### config.mk
export PLATFORM = sky130hd
export DESIGN_NAME = conv_readout_port
export DESIGN_NICKNAME = d
export VERILOG_FILES = /design/src/rtl/conv_rd_pkg.sv /design/src/rtl/edge_sync.sv /design/src/rtl/range_clamp.sv /design/src/rtl/shift_engine.sv /design/src/rtl/conv_readout_port.sv
export SDC_FILE = /design/constraint.sdc
export NUM_CORES = 1
export LEC_CHECK = 0
export ABC_CLOCK_PERIOD_IN_PS = 3150
export BUFFER_PORTS_ARGS = -buffer_cell sky130_fd_sc_hd__buf_2
export CAP_MARGIN = 0
export CORE_MARGIN = 1
export CORE_UTILIZATION = 59
export CTS_CLUSTER_SIZE = 30
export DETAILED_ROUTE_END_ITERATION = 12
export PLACE_DENSITY = 0.8
export SLEW_MARGIN = 25
export SYNTH_ARGS = -nofsm -noshare
export SYNTH_HDL_FRONTEND = slang
export SYNTH_SLANG_ARGS = --single-unit
### constraint.sdc
create_clock -name clk -period 3.15 [get_ports clk]
set_clock_uncertainty 0.2 [all_clocks]
set_input_delay 0.315 -clock clk [delete_from_list [all_inputs] [get_ports clk]]
set_output_delay 0.315 -clock clk [all_outputs]
set_load 0.005 [all_outputs]
### src/rtl/conv_rd_pkg.sv
package conv_rd_pkg;
    localparam int DEF_WORD_W = 16;
    localparam int DEF_RAW_W  = 18;

    typedef enum logic [2:0] {
        ENG_IDLE,
        ENG_ARM,
        ENG_SHIFT,
        ENG_TAIL,
        ENG_DONE
    } eng_state_e;
endpackage

### src/rtl/edge_sync.sv
module edge_sync #(
    parameter int   STAGES  = 2,
    parameter logic RST_VAL = 1'b0
) (
    input  logic clk,
    input  logic rst_n,
    input  logic async_i,
    output logic level_o,
    output logic prev_o
);
    // chain_q[STAGES-1] is the synchronised level; chain_q[STAGES] is its history.
    logic [STAGES:0] chain_d, chain_q;

    always_comb begin
        chain_d = {chain_q[STAGES-1:0], async_i};
    end

    always_ff @(posedge clk or negedge rst_n) begin
        if (!rst_n) chain_q <= {(STAGES + 1){RST_VAL}};
        else        chain_q <= chain_d;
    end

    assign level_o = chain_q[STAGES-1];
    assign prev_o  = chain_q[STAGES];
endmodule

### src/rtl/range_clamp.sv
module range_clamp #(
    parameter int WORD_W = conv_rd_pkg::DEF_WORD_W,
    parameter int RAW_W  = conv_rd_pkg::DEF_RAW_W
) (
    input  logic [RAW_W-1:0]  raw_i,
    input  logic              bipolar_i,
    output logic [WORD_W-1:0] word_o
);
    localparam logic signed [RAW_W-1:0] UMAX = RAW_W'((1 << WORD_W) - 1);
    localparam logic signed [RAW_W-1:0] BMAX = RAW_W'((1 << (WORD_W - 1)) - 1);
    localparam logic signed [RAW_W-1:0] BMIN = -BMAX - RAW_W'(1);

    logic signed [RAW_W-1:0] sraw;
    logic signed [RAW_W-1:0] biased;

    always_comb begin
        sraw   = $signed(raw_i);
        biased = sraw - BMIN;
        if (!bipolar_i) begin
            if (sraw > UMAX)                   word_o = '1;
            else if (sraw < $signed(RAW_W'(0))) word_o = '0;
            else                               word_o = sraw[WORD_W-1:0];
        end else begin
            if (sraw > BMAX)      word_o = '1;
            else if (sraw < BMIN) word_o = '0;
            else                  word_o = biased[WORD_W-1:0];
        end
    end
endmodule

### src/rtl/shift_engine.sv
module shift_engine #(
    parameter int WORD_W = conv_rd_pkg::DEF_WORD_W
) (
    input  logic              clk,
    input  logic              rst_n,
    input  logic              cs_low_i,
    input  logic              cs_fall_i,
    input  logic              sclk_rise_i,
    input  logic              sclk_fall_i,
    input  logic              word_ready_i,
    input  logic [WORD_W-1:0] word_i,
    output logic              sdo_o,
    output logic              oe_o,
    output logic              busy_o,
    output logic              done_o
);
    import conv_rd_pkg::*;

    localparam int CNT_W = $clog2(WORD_W);

    typedef struct packed {
        eng_state_e       st;
        logic [CNT_W-1:0] cnt;
        logic             sdo;
        logic             oe;
    } eng_t;

    eng_t eng_d, eng_q;
    logic done_d;
    logic [CNT_W-1:0] nidx;

    always_comb begin
        eng_d  = eng_q;
        done_d = 1'b0;
        nidx   = eng_q.cnt - CNT_W'(1);
        unique case (eng_q.st)
            ENG_IDLE: begin
                if (cs_fall_i && word_ready_i) begin
                    eng_d.st  = ENG_ARM;
                    eng_d.cnt = CNT_W'(WORD_W - 1);
                    eng_d.sdo = word_i[WORD_W-1];
                    eng_d.oe  = 1'b1;
                end
            end
            ENG_ARM: begin
                if (!cs_low_i) begin
                    eng_d.st = ENG_IDLE;
                    eng_d.oe = 1'b0;
                end else if (sclk_rise_i) begin
                    eng_d.st = ENG_SHIFT;
                end
            end
            ENG_SHIFT: begin
                if (sclk_fall_i && eng_q.cnt == '0) begin
                    done_d   = 1'b1;
                    eng_d.oe = 1'b0;
                    eng_d.st = cs_low_i ? ENG_DONE : ENG_IDLE;
                end else if (sclk_fall_i && !cs_low_i) begin
                    eng_d.st = ENG_IDLE;
                    eng_d.oe = 1'b0;
                end else if (sclk_fall_i) begin
                    eng_d.cnt = nidx;
                    eng_d.sdo = word_i[nidx];
                end else if (!cs_low_i) begin
                    eng_d.st = ENG_TAIL;
                end
            end
            ENG_TAIL: begin
                if (sclk_fall_i) begin
                    eng_d.st = ENG_IDLE;
                    eng_d.oe = 1'b0;
                end
            end
            ENG_DONE: begin
                if (!cs_low_i) eng_d.st = ENG_IDLE;
            end
            default: eng_d = '{st: ENG_IDLE, cnt: '0, sdo: 1'b0, oe: 1'b0};
        endcase
    end

    always_ff @(posedge clk or negedge rst_n) begin
        if (!rst_n) eng_q <= '{st: ENG_IDLE, cnt: '0, sdo: 1'b0, oe: 1'b0};
        else        eng_q <= eng_d;
    end

    assign sdo_o  = eng_q.sdo;
    assign oe_o   = eng_q.oe;
    assign busy_o = (eng_q.st != ENG_IDLE);
    assign done_o = done_d;

    // while driving, the bit only moves on a falling serial-clock edge
    assert_hold_bit_R4: assert property (@(posedge clk) disable iff (!rst_n)
        (eng_q.oe && !sclk_fall_i) |=> $stable(eng_q.sdo));

    // arming state keeps the first bit index until a rising edge arms
    assert_arm_keeps_msb_R5: assert property (@(posedge clk) disable iff (!rst_n)
        (eng_q.st == ENG_ARM) |=> (eng_q.cnt == CNT_W'(WORD_W - 1)));

    // the edge after the last bit floats the line
    assert_float_after_last_R6: assert property (@(posedge clk) disable iff (!rst_n)
        (eng_q.st == ENG_SHIFT && sclk_fall_i && eng_q.cnt == '0) |=> !eng_q.oe);

    // a released select keeps driving until the bit period ends
    assert_tail_drives_R7: assert property (@(posedge clk) disable iff (!rst_n)
        (eng_q.st == ENG_TAIL && !sclk_fall_i) |=> eng_q.oe);
endmodule

### src/rtl/conv_readout_port.sv
module conv_readout_port #(
    parameter int WORD_W   = conv_rd_pkg::DEF_WORD_W,
    parameter int RAW_W    = conv_rd_pkg::DEF_RAW_W,
    parameter int SYNC_STG = 2,
    parameter int WIN_CYC  = 2
) (
    input  logic             clk,
    input  logic             rst_n,
    input  logic             conv_valid,
    input  logic [RAW_W-1:0] conv_raw,
    input  logic             bipolar,
    input  logic             sclk,
    input  logic             cs_n,
    output logic             drdy_n,
    output logic             sdo,
    output logic             sdo_oe
);
    localparam int WIN_W = $clog2(WIN_CYC + 1);

    typedef struct packed {
        logic [WORD_W-1:0] hold;
        logic              hold_full;
        logic [WIN_W-1:0]  win;
        logic [WORD_W-1:0] pend;
        logic              pend_full;
    } port_t;

    port_t p_d, p_q;

    logic [WORD_W-1:0] clamped;
    logic sclk_lvl, sclk_prev, cs_lvl, cs_prev;
    logic sclk_rise, sclk_fall, cs_fall, cs_low;
    logic word_ready, busy, done;

    range_clamp #(.WORD_W(WORD_W), .RAW_W(RAW_W)) u_clamp (
        .raw_i(conv_raw), .bipolar_i(bipolar), .word_o(clamped)
    );

    edge_sync #(.STAGES(SYNC_STG), .RST_VAL(1'b0)) u_sclk_sync (
        .clk(clk), .rst_n(rst_n), .async_i(sclk),
        .level_o(sclk_lvl), .prev_o(sclk_prev)
    );

    edge_sync #(.STAGES(SYNC_STG), .RST_VAL(1'b1)) u_cs_sync (
        .clk(clk), .rst_n(rst_n), .async_i(cs_n),
        .level_o(cs_lvl), .prev_o(cs_prev)
    );

    assign sclk_rise = sclk_lvl & ~sclk_prev;
    assign sclk_fall = ~sclk_lvl & sclk_prev;
    assign cs_fall   = ~cs_lvl & cs_prev;
    assign cs_low    = ~cs_lvl;

    // A start is refused while the held word may change in the same cycle.
    assign word_ready = p_q.hold_full && (p_q.win == '0) && !conv_valid && !p_q.pend_full;

    shift_engine #(.WORD_W(WORD_W)) u_engine (
        .clk(clk), .rst_n(rst_n),
        .cs_low_i(cs_low), .cs_fall_i(cs_fall),
        .sclk_rise_i(sclk_rise), .sclk_fall_i(sclk_fall),
        .word_ready_i(word_ready), .word_i(p_q.hold),
        .sdo_o(sdo), .oe_o(sdo_oe), .busy_o(busy), .done_o(done)
    );

    always_comb begin
        p_d = p_q;
        if (p_q.win != '0) p_d.win = p_q.win - WIN_W'(1);
        if (done) p_d.hold_full = 1'b0;
        if (conv_valid && !busy) begin
            p_d.hold      = clamped;
            p_d.hold_full = 1'b1;
            p_d.win       = WIN_W'(WIN_CYC);
            p_d.pend_full = 1'b0;
        end else if (conv_valid) begin
            p_d.pend      = clamped;
            p_d.pend_full = 1'b1;
        end else if (!busy && p_q.pend_full) begin
            p_d.hold      = p_q.pend;
            p_d.hold_full = 1'b1;
            p_d.win       = WIN_W'(WIN_CYC);
            p_d.pend_full = 1'b0;
        end
    end

    always_ff @(posedge clk or negedge rst_n) begin
        if (!rst_n) p_q <= '0;
        else        p_q <= p_d;
    end

    assign drdy_n = !(p_q.hold_full && p_q.win == '0);

    // a load opens the update window on the next cycle
    assert_window_opens_R3: assert property (@(posedge clk) disable iff (!rst_n)
        (conv_valid && !busy) |=> drdy_n);

    // the line is only driven while a word is held
    assert_oe_needs_word_R8: assert property (@(posedge clk) disable iff (!rst_n)
        sdo_oe |-> p_q.hold_full);

    // a word arriving mid-readout leaves the shifted word alone
    assert_pending_kept_R9: assert property (@(posedge clk) disable iff (!rst_n)
        (busy && conv_valid) |=> $stable(p_q.hold));
endmodule

Word-level counts from Yosys, hierarchy flattened:

Cells that the tools add are included.

* logic and storage cells: 106
* input bits: 24
* output and inout bits: 3
* register bits: 51

* add/sub/neg operators: 3
* order comparisons: 5
* reductions and logical operators: 25
* multiplexer cells: 37
* eq/ne operators: 16
* bitwise gates (word level): 9

Operator list (number)
* $mux W16: 5
* $mux W19: 3
* $mux W3: 9
* $gt A18 B16 Y1 const B: 1
* $gt A18 B17 Y1 const B: 1
* $lt A18 B1 Y1 const B: 1
* $lt A18 B16 Y1 const B: 1
* $sub A16 B16 Y16 const B: 1
* $mux W5: 3
* $pmux W3 S5: 1
* $pmux W5 S3: 1
* $mux W1: 11
* $reduce_and A5 Y1: 2
* $mux W9: 1
* $logic_and A1 B1 Y1: 8
* $ne A2 B1 Y1 const B: 4
* $ne A2 B2 Y1 const B: 4
* $eq A3 B2 Y1 const B: 2
* $not A1 Y1: 6
* $reduce_and A6 Y1: 1
* $reduce_bool A3 Y1: 2
* $lt A4 B5 Y1 const B: 1
* $pmux W1 S5: 1
* $bmux W1 S4: 1
* 17 further kinds: 24

Longest topological paths before layout:

Gate-level depths: netlist of run 1.

* depth in word-level cells: 9
* depth in mapped cells: 8

By module:

Synthesis of run 1 repeated with hierarchy kept, for this count alone.

* cells, all modules: 283
* area total of the unflattened synthesis: 2924.1 sq um

Modules (own cells, without submodules)
* conv_readout_port: sequential area each 900.9 sq um, times used 1, cells an instance 140, area each 1596.5 sq um
* shift_engine: sequential area each 225.2 sq um, times used 1, cells an instance 80, area each 783.3 sq um
* range_clamp: sequential area each 0.0 sq um, times used 1, cells an instance 57, area each 390.4 sq um
* edge_sync at u_cs_sync: sequential area each 78.8 sq um, times used 1, cells an instance 3, area each 78.8 sq um
* edge_sync at u_sclk_sync: sequential area each 75.1 sq um, times used 1, cells an instance 3, area each 75.1 sq um

Worst setup path before layout of run 1:

No wires, ideal clock.

* kind: register to register
* start: register u_engine.eng_q[2] (netlist name)
* end: register u_engine.eng_q[7] (netlist name)
* library setup time: 0.125 ns
* setup slack: 0.939 ns
* stages on the path, launching flop included: 9
* required time: 2.825 ns
* period minus slack after synthesis: 2.211 ns
* data arrival time: 1.886 ns
* cells stage by stage: dfrtp_1 > buf_2 > inv_1 > ha_1 > nor3b_2 > o21bai_1 > a21oi_1 > o311ai_2 > mux2_4

* cells in the longest elaborated chain, start to end: 4
* elaborated cells between the ends (all ways): 7

Ends and longest elaborated chain
* from (decl): line shift_engine.sv:28 `eng_t eng_d, eng_q;`
* from (signal assigned): line shift_engine.sv:82 `if (!rst_n) eng_q <= '{st: ENG_IDLE, cnt: '0, sdo: 1'b0, oe: 1'b0};`
* from (signal assigned): line shift_engine.sv:83 `else eng_q <= eng_d;`
* $logic_not A4 Y1 *: line shift_engine.sv:54 `if (sclk_fall_i && eng_q.cnt == '0) begin`
* $logic_and A1 B1 Y1 *: line shift_engine.sv:54
* $ne A4 B4 Y1 (no line) (tied with other cells)
* $reduce_and A6 Y1 (no line) or $pmux W3 S5 (tied branches)

Mark *: on every way between the ends. The rest lies on a longest branch, timed or not.
A chain may end at the register's enable or synchronous reset.

Final worst setup path of run 1:

Same ends and word-level chain as after synthesis.

==> results.py, run 1 <==
metrics = {
    "cts": {
        "clk_path_buf_depth": 2,
        "numClockSinks": 51,
        "clock_tree_from_tritoncts": "built",
        "clk_pin_slew_worst_paths_ns": 0.10,
        "cts_root_buffer": "sky130_fd_sc_hd__clkbuf_8",
        "clock_latency_ns": 0.31,
        "tritoncts.num_buffers": 5,
        "post_cts_buffers": 0,
        "htree_num_levels": 2,
    },
    "die": {
        "die_width_um": 73.3,
        "fp.coreArea_um2": 4820,
        "start_util_pct": 62.3,
        "num_io_pins": 27,
        "die-area_um2": 5380,
        "placementRows": 25,
        "die_height_um": 73.3,
    },
    "sta": {
        "final.setup.tns_ns": 0,
        "minimum_setup_slack_in_the_final_design_ns": 0.713,
        "min_period_over_period_pct": 77.4,
        "clock.fmax_ghz": 0.410,
        "timing.final.crit_period_ns": 2.44,
        "slew-limit-headroom_pct": 41.6,
        "report.final.setup_viol": 0,
        "final-max-slew-violation-count": 0,
        "finalHoldViolCount": 0,
        "max_slew.worst_pin.slew_ns": 0.876,
        "setup_repair_after_global_routing_missed_its_margin": "false",
    },
    "drt": {
        "drt_wl_total_um": 6460,
        "drt-wirelength-per-cell_um": 14.4,
        "route.antenna.remaining_nets": 0,
        "num_vias": 2523,
        "drt_pass1_iterations": 4,
        "drc": 0,
        "drtIter0Drc": 177,
        "drt-vias-per-instance": 5.63,
    },
    "pwr": {
        "total_power_uw": 2860,
        "ir_worst_vdd_uv": 359,
        "power_density_nw_per_um2": 881,
        "cellLeakagePower_uw": 0.00145,
    },
    "setup_path": {
        "capturing_instance_or_port_of_the_critical_path": "u_engine.eng_q[7]",
        "critical_path.n_buffers_inverters": 1,
        "ff2ff_path_depth": 7,
        "critical_path.slowest_cell": "sky130_fd_sc_hd__dfrtp_1",
        "crit_type": "register to register",
        "timing.critical_path.required_ns": 3.15,
        "crit_path_end_kind": "register",
        "start_kind": "register",
        "timing.critical_path.cells": "inv_1, ha_1, nor3b_2, o21bai_1, a21oi_1, o311ai_2, mux2_4",
        "rrSetupSlack_ns": 0.71,
        "worst_setup_path_startpoint": "u_engine.eng_q[2]",
        "critPathMaxFanout": 6,
        "critPathTopFamily": "compound AO/OA/AOI/OAI gates",
        "timing.critical_path.arrival_ns": 2.43,
        "critical_path.reg2reg.startpoint": "u_engine.eng_q[2]",
        "timing.critical_path.slowest_cell_delay_ns": 0.52,
        "r2r_end": "u_engine.eng_q[7]",
        "worstSetupPathDepth": 7,
    },
    "logic_synthesis": {
        "netlist-cell-type-count": 53,
        "synth_enable_flop_cells": 0,
        "async_flop_share_pct": 100,
        "post-synth-top-count-cell": "sky130_fd_sc_hd__nor2_1",
        "ys.warnings.count": 0,
        "most_used_standard_cells_in_the_synthesized_netlist": "100 x sky130_fd_sc_hd__nor2_1, 48 x sky130_fd_sc_hd__dfrtp_1, 47 x sky130_fd_sc_hd__nand2_1",
        "synth_seq_cells": 51,
        "syn_area_per_cell_um2": 8.20,
        "synth_nets": 391,
        "synthCells": 366,
        "synth_top_cells_by_area": "sky130_fd_sc_hd__dfrtp_1 40%, sky130_fd_sc_hd__nor2_1 13%, sky130_fd_sc_hd__nand2_1 5.9%",
        "synth.yosys.seq_area_share_pct": 42.6,
        "synth_area_um2": 3000,
        "synthFlopType": "sky130_fd_sc_hd__dfrtp_1",
        "synth_top_area_share_pct": 40.0,
        "yosysTopAreaCell": "sky130_fd_sc_hd__dfrtp_1",
    },
    "final_layout": {
        "postLayoutCoreUtil_pct": 67.4,
        "area_growth_syn_to_layout_pct": 8.13,
        "layout-drive-gt1-share_pct": 16.5,
        "nNetsFinal": 405,
        "num_antenna_cells": 0,
        "layoutNonFillerInstCount": 448,
    },
    "placement": {
        "place_congestion": 0.859,
        "placement.setup.worst_slack_ns": 0.718,
        "place_hpwl_um": 4450,
        "port_buffers": 26,
        "placedCellCount": 437,
    },
    "global_routing": {
        "groute.usage.overall_pct": 26.8,
        "antenna_violations_before_repair": 0,
        "first_global_vias": 2302,
        "overflow": 0,
        "maximum_number_of_pins_on_one_net_before_global_route_repair": 34,
        "wire_length_of_the_first_global_routing_pass_um": 11000,
    },
    "flow_run": {
        "maxCapViolations": 0,
    },
    "run_status": {
        "status": "completed",
    },
    "hold_path": {
        "hold_path_startpoint": "u_cs_sync.chain_q[0]",
        "hold_path_class": "register to register",
    },
}
## power by group
part	leakage [uW]	internal, uW	switching, uW
clock	0.0000484	180	215
sequential	0.000593	926	256
combinational	0.000813	572	712
## worst reg2reg max path, stage by stage, from the launching register on
cell and delay (ns):
sky130_fd_sc_hd__dfrtp_1 0.52, sky130_fd_sc_hd__inv_1 0.12, sky130_fd_sc_hd__ha_1 0.26, sky130_fd_sc_hd__nor3b_2 0.20, sky130_fd_sc_hd__o21bai_1 0.21, sky130_fd_sc_hd__a21oi_1 0.12, sky130_fd_sc_hd__o311ai_2 0.37, sky130_fd_sc_hd__mux2_4 0.34
## cells in the final DEF, fill, tap and decap left out, drive strengths merged, types with 3 or more instances in the layout
master       Yosys  routed
dfstp            3       3
o21ai           22      22
nand2           47      47
o21bai           3       3
clkbuf          13       7
mux4             4       4
a211oi          16      16
nor2b            3       3
nor3             4       4
mux2i            4       4
nor4             3       3
nor3b            4       4
dlygate4sd3      0       3
buf             15      32
inv              8       8
nor2           100     100
a21oi           35      35
and2             3       3
dfrtp           48      48
## state kept, by name (all words and copies together) (netlist names)
register,cells
u_engine.oe_o,1
u_sclk_sync.chain_q,3
u_cs_sync.chain_q,3
p_q,36
u_engine.eng_q,7
u_engine.sdo_o,1
## routing by layer
metal,global-route usage (%),vias up,part of all wire (%)
met4,10.7,0,1.3
li1,-,1261,-
met3,3.16,8,4.6
met5,0,-,0
met1,37.7,1173,46
met2,42.7,81,48
## cell families after synthesis
kind of cell    after synthesis  share of synthesized area, %
simple gates                173                          26.1
fa+ha+maj                     1                         0.417
compound gates               93                          19.4
buf+inv                      36                          5.67
xor+xnor                      2                         0.584
flops                        51                          42.6
mux                          10                          5.21
## layout make-up
class                   instances  area, um^2
clock buffers                   7        86.3
repair buffers                 35         205
fillers                       401        1570
well taps                      67        83.8
clock inverters                 1        8.76
inverters                       8        30.0
flip-flops and latches         51        1280
multi-input cells             279        1550
## metrics by stage
stage               area, um^2  hold slack, ns
floorplan                 3000          -0.181
global placement          3120           0.136
detailed placement        3120           0.145
CTS                       3250           0.163
global route              3250           0.167
finish                    3250           0.167
## what timing repair did
action,4_1_cts,5_1_grt
hold buffers,3,0
resized for setup,0,0
endpoints found under the hold margin,32,0
## how the worst min path moves through the flow
stage                                   endpoint  cells past startpoint  slack (ns)
after floorplan                           p_q[0]                      0       -0.18
after global placement    u_sclk_sync.chain_q[1]                      0        0.14
after detailed placement  u_sclk_sync.chain_q[1]                      0        0.14
after CTS                   u_cs_sync.chain_q[1]                      0        0.16
after global routing        u_cs_sync.chain_q[1]                      0        0.17
final                       u_cs_sync.chain_q[1]                      0        0.17
No activity file was read; power rests on OpenSTA's default activity.
==> run 2, diff against run 1 <==
- ABC_CLOCK_PERIOD_IN_PS: 3150 -> 2150
- CORE_UTILIZATION: 59 -> 54
- PLACE_DENSITY: 0.8 -> 0.77
- clock period: 3.15 -> 2.15 ns (I/O delays scaled with it)
==> run 2 against run 1 <==
  * Flip-flop and latch count unchanged
  * First-iteration DRC count decreased by 33%
  * Critical endpoint is now u_engine.sdo_o
  * Sequential power increased by 41%
  * Power increased by 54%
  * Largest cell class unchanged
  * Non-clock buffer count increased by 10
  * Setup slack got worse by 0.64 ns
  * Routed wire length increased by 0.76%
  * Count of clock-buffer cells in the layout unchanged
  * Hold slack got worse by 0.041 ns
==> results.py, run 2 (synthesis results as in run 1) <==
metrics = {
    "run_status": {
        "status": "completed",
    },
    "setup_path": {
        "timing.critical_path.arrival_ns": 2.08,
        "start_kind": "register",
        "timing.critical_path.slowest_cell_delay_ns": 0.38,
        "critPathTopFamily": "simple AND/OR/NAND/NOR gates",
        "timing.critical_path.cells": "inv_2, ha_4, nor3b_4, buf_4, nor4_4, o21ai_2, nor2b_4, o32a_1",
        "crit_path_end_kind": "register",
        "crit_type": "register to register",
        "timing.critical_path.required_ns": 2.14,
        "critical_path.slowest_cell": "sky130_fd_sc_hd__dfrtp_1",
        "critical_path.n_buffers_inverters": 2,
        "critPathMaxFanout": 5,
    },
    "hold_path": {
        "hold_path_class": "input pin to register",
    },
    "placement": {
        "placed_area_um2": 3240,
        "place_hpwl_um": 4550,
        "place_congestion": 0.908,
        "placedCellCount": 450,
        "port_buffers": 26,
    },
    "sta": {
        "finalHoldViolCount": 0,
        "final.setup.tns_ns": 0,
        "final-max-slew-violation-count": 0,
        "timing.final.crit_period_ns": 2.08,
        "clock.fmax_ghz": 0.480,
        "min_period_over_period_pct": 96.8,
        "setup_repair_after_global_routing_missed_its_margin": "false",
        "max_slew.worst_pin.slew_ns": 0.849,
        "report.final.setup_viol": 0,
        "slew-limit-headroom_pct": 43.4,
    },
    "die": {
        "die_height_um": 76.6,
        "num_io_pins": 27,
        "die_width_um": 76.6,
        "fp.coreArea_um2": 5240,
        "start_util_pct": 57.3,
        "placementRows": 26,
        "die-area_um2": 5860,
    },
    "final_layout": {
        "largest_register_ff_count": 36,
        "nNetsFinal": 415,
        "layout.cell_area.non_filler_um2": 3380,
        "biggestRegsByFlops": "p_q (36), u_engine.eng_q (7)",
        "num_antenna_cells": 0,
        "most_frequent_standard_cell_in_the_layout_excluding_fill_and_tap_cells": "sky130_fd_sc_hd__nor2_1",
        "area_growth_syn_to_layout_pct": 12.7,
        "postLayoutCoreUtil_pct": 64.6,
        "layout-drive-gt1-share_pct": 19.4,
        "mostFrequentLayoutCells": "100 x sky130_fd_sc_hd__nor2_1, 48 x sky130_fd_sc_hd__dfrtp_1, 47 x sky130_fd_sc_hd__nand2_1",
        "layoutNonFillerInstCount": 461,
        "regMostFlops": "p_q",
    },
    "cts": {
        "tritoncts.num_buffers": 5,
        "clk_path_buf_depth": 2,
        "clock_latency_ns": 0.31,
        "numClockSinks": 51,
        "post_cts_buffers": 0,
        "htree_num_levels": 2,
        "cts_root_buffer": "sky130_fd_sc_hd__clkbuf_8",
        "clock_tree_from_tritoncts": "built",
        "clk_pin_slew_worst_paths_ns": 0.09,
    },
    "drt": {
        "num_vias": 2541,
        "drt-vias-per-instance": 5.51,
        "route.antenna.remaining_nets": 0,
        "drc": 0,
        "drt_pass1_iterations": 4,
        "drtIter0Drc": 118,
        "drt_wl_total_um": 6510,
        "drt-wirelength-per-cell_um": 14.1,
    },
    "global_routing": {
        "overflow": 0,
        "wire_length_of_the_first_global_routing_pass_um": 11400,
        "first_global_vias": 2357,
        "antenna_violations_before_repair": 0,
        "groute.usage.overall_pct": 24.5,
        "maximum_number_of_pins_on_one_net_before_global_route_repair": 34,
    },
    "pwr": {
        "total_power_uw": 4390,
        "power_density_nw_per_um2": 1300,
        "ir_worst_vdd_uv": 488,
        "cellLeakagePower_uw": 0.00154,
    },
    "flow_run": {
        "maxCapViolations": 0,
    },
}
[run 2: worst reg2reg max path, delay by kind of cell (launching register included)]
family / cells / cell delay (ns)
AOI/OAI and AO/OA: 2 / 0.46
adders and majority gates: 1 / 0.17
DFF: 1 / 0.38
and+or+nand+nor: 3 / 0.55
buffers and inverters: 2 / 0.22
[run 2: cell type report]
type                       instances  area (um^2)
fill                             450         1850
sequential                        51         1280
tap                               70         87.6
clock inverter                     1         8.76
inverter                           8         30.0
timing repair buffer              45          305
clock buffer                       7         86.3
multi-input combinational        279         1590
[run 2: power by group]
part	switching [uW]	total [uW]	internal, uW
combinational	1150	2140	993
clock	327	594	267
sequential	302	1660	1360
[run 2: timing repair]
item | CTS | global route
setup endpoints to repair | 0 | 2
hold buffers | 3 | 0
hold endpoints to repair | 19 | 0
gates resized for setup | 0 | 2
[run 2: final timing paths]
check	cells after the start	slack, ns	from	endpoint
min reg2reg	0	0.16	u_sclk_sync.chain_q[0]	u_sclk_sync.chain_q[1]
max in group asynchronous	3	1.02	rst_n	u_engine.eng_q[3]
max	8	0.07	u_engine.eng_q[2]	u_engine.sdo_o
max reg2reg	8	0.07	u_engine.eng_q[2]	u_engine.sdo_o
min in group asynchronous	2	0.20	rst_n	u_engine.oe_o
min	5	0.13	conv_raw[9]	p_q[10]
[run 2: metal layers]
metal / wire length [um] / GRT usage (%)
met5: 0 / 0
met4: 77 / 8.46
met3: 255 / 3.47
met2: 3070 / 40.1
met1: 3110 / 33.4
[run 2: stage by stage]
step | hold WS (ns) | setup WS (ns)
6_report | 0.125 | 0.0681
5_1_grt | 0.146 | 0.00413
4_1_cts | 0.128 | 0.0354
3_5_place_dp | 0.0181 | 0.0409
3_3_place_gp | 0.0138 | 0.116
2_1_floorplan | -0.281 | 0.0140
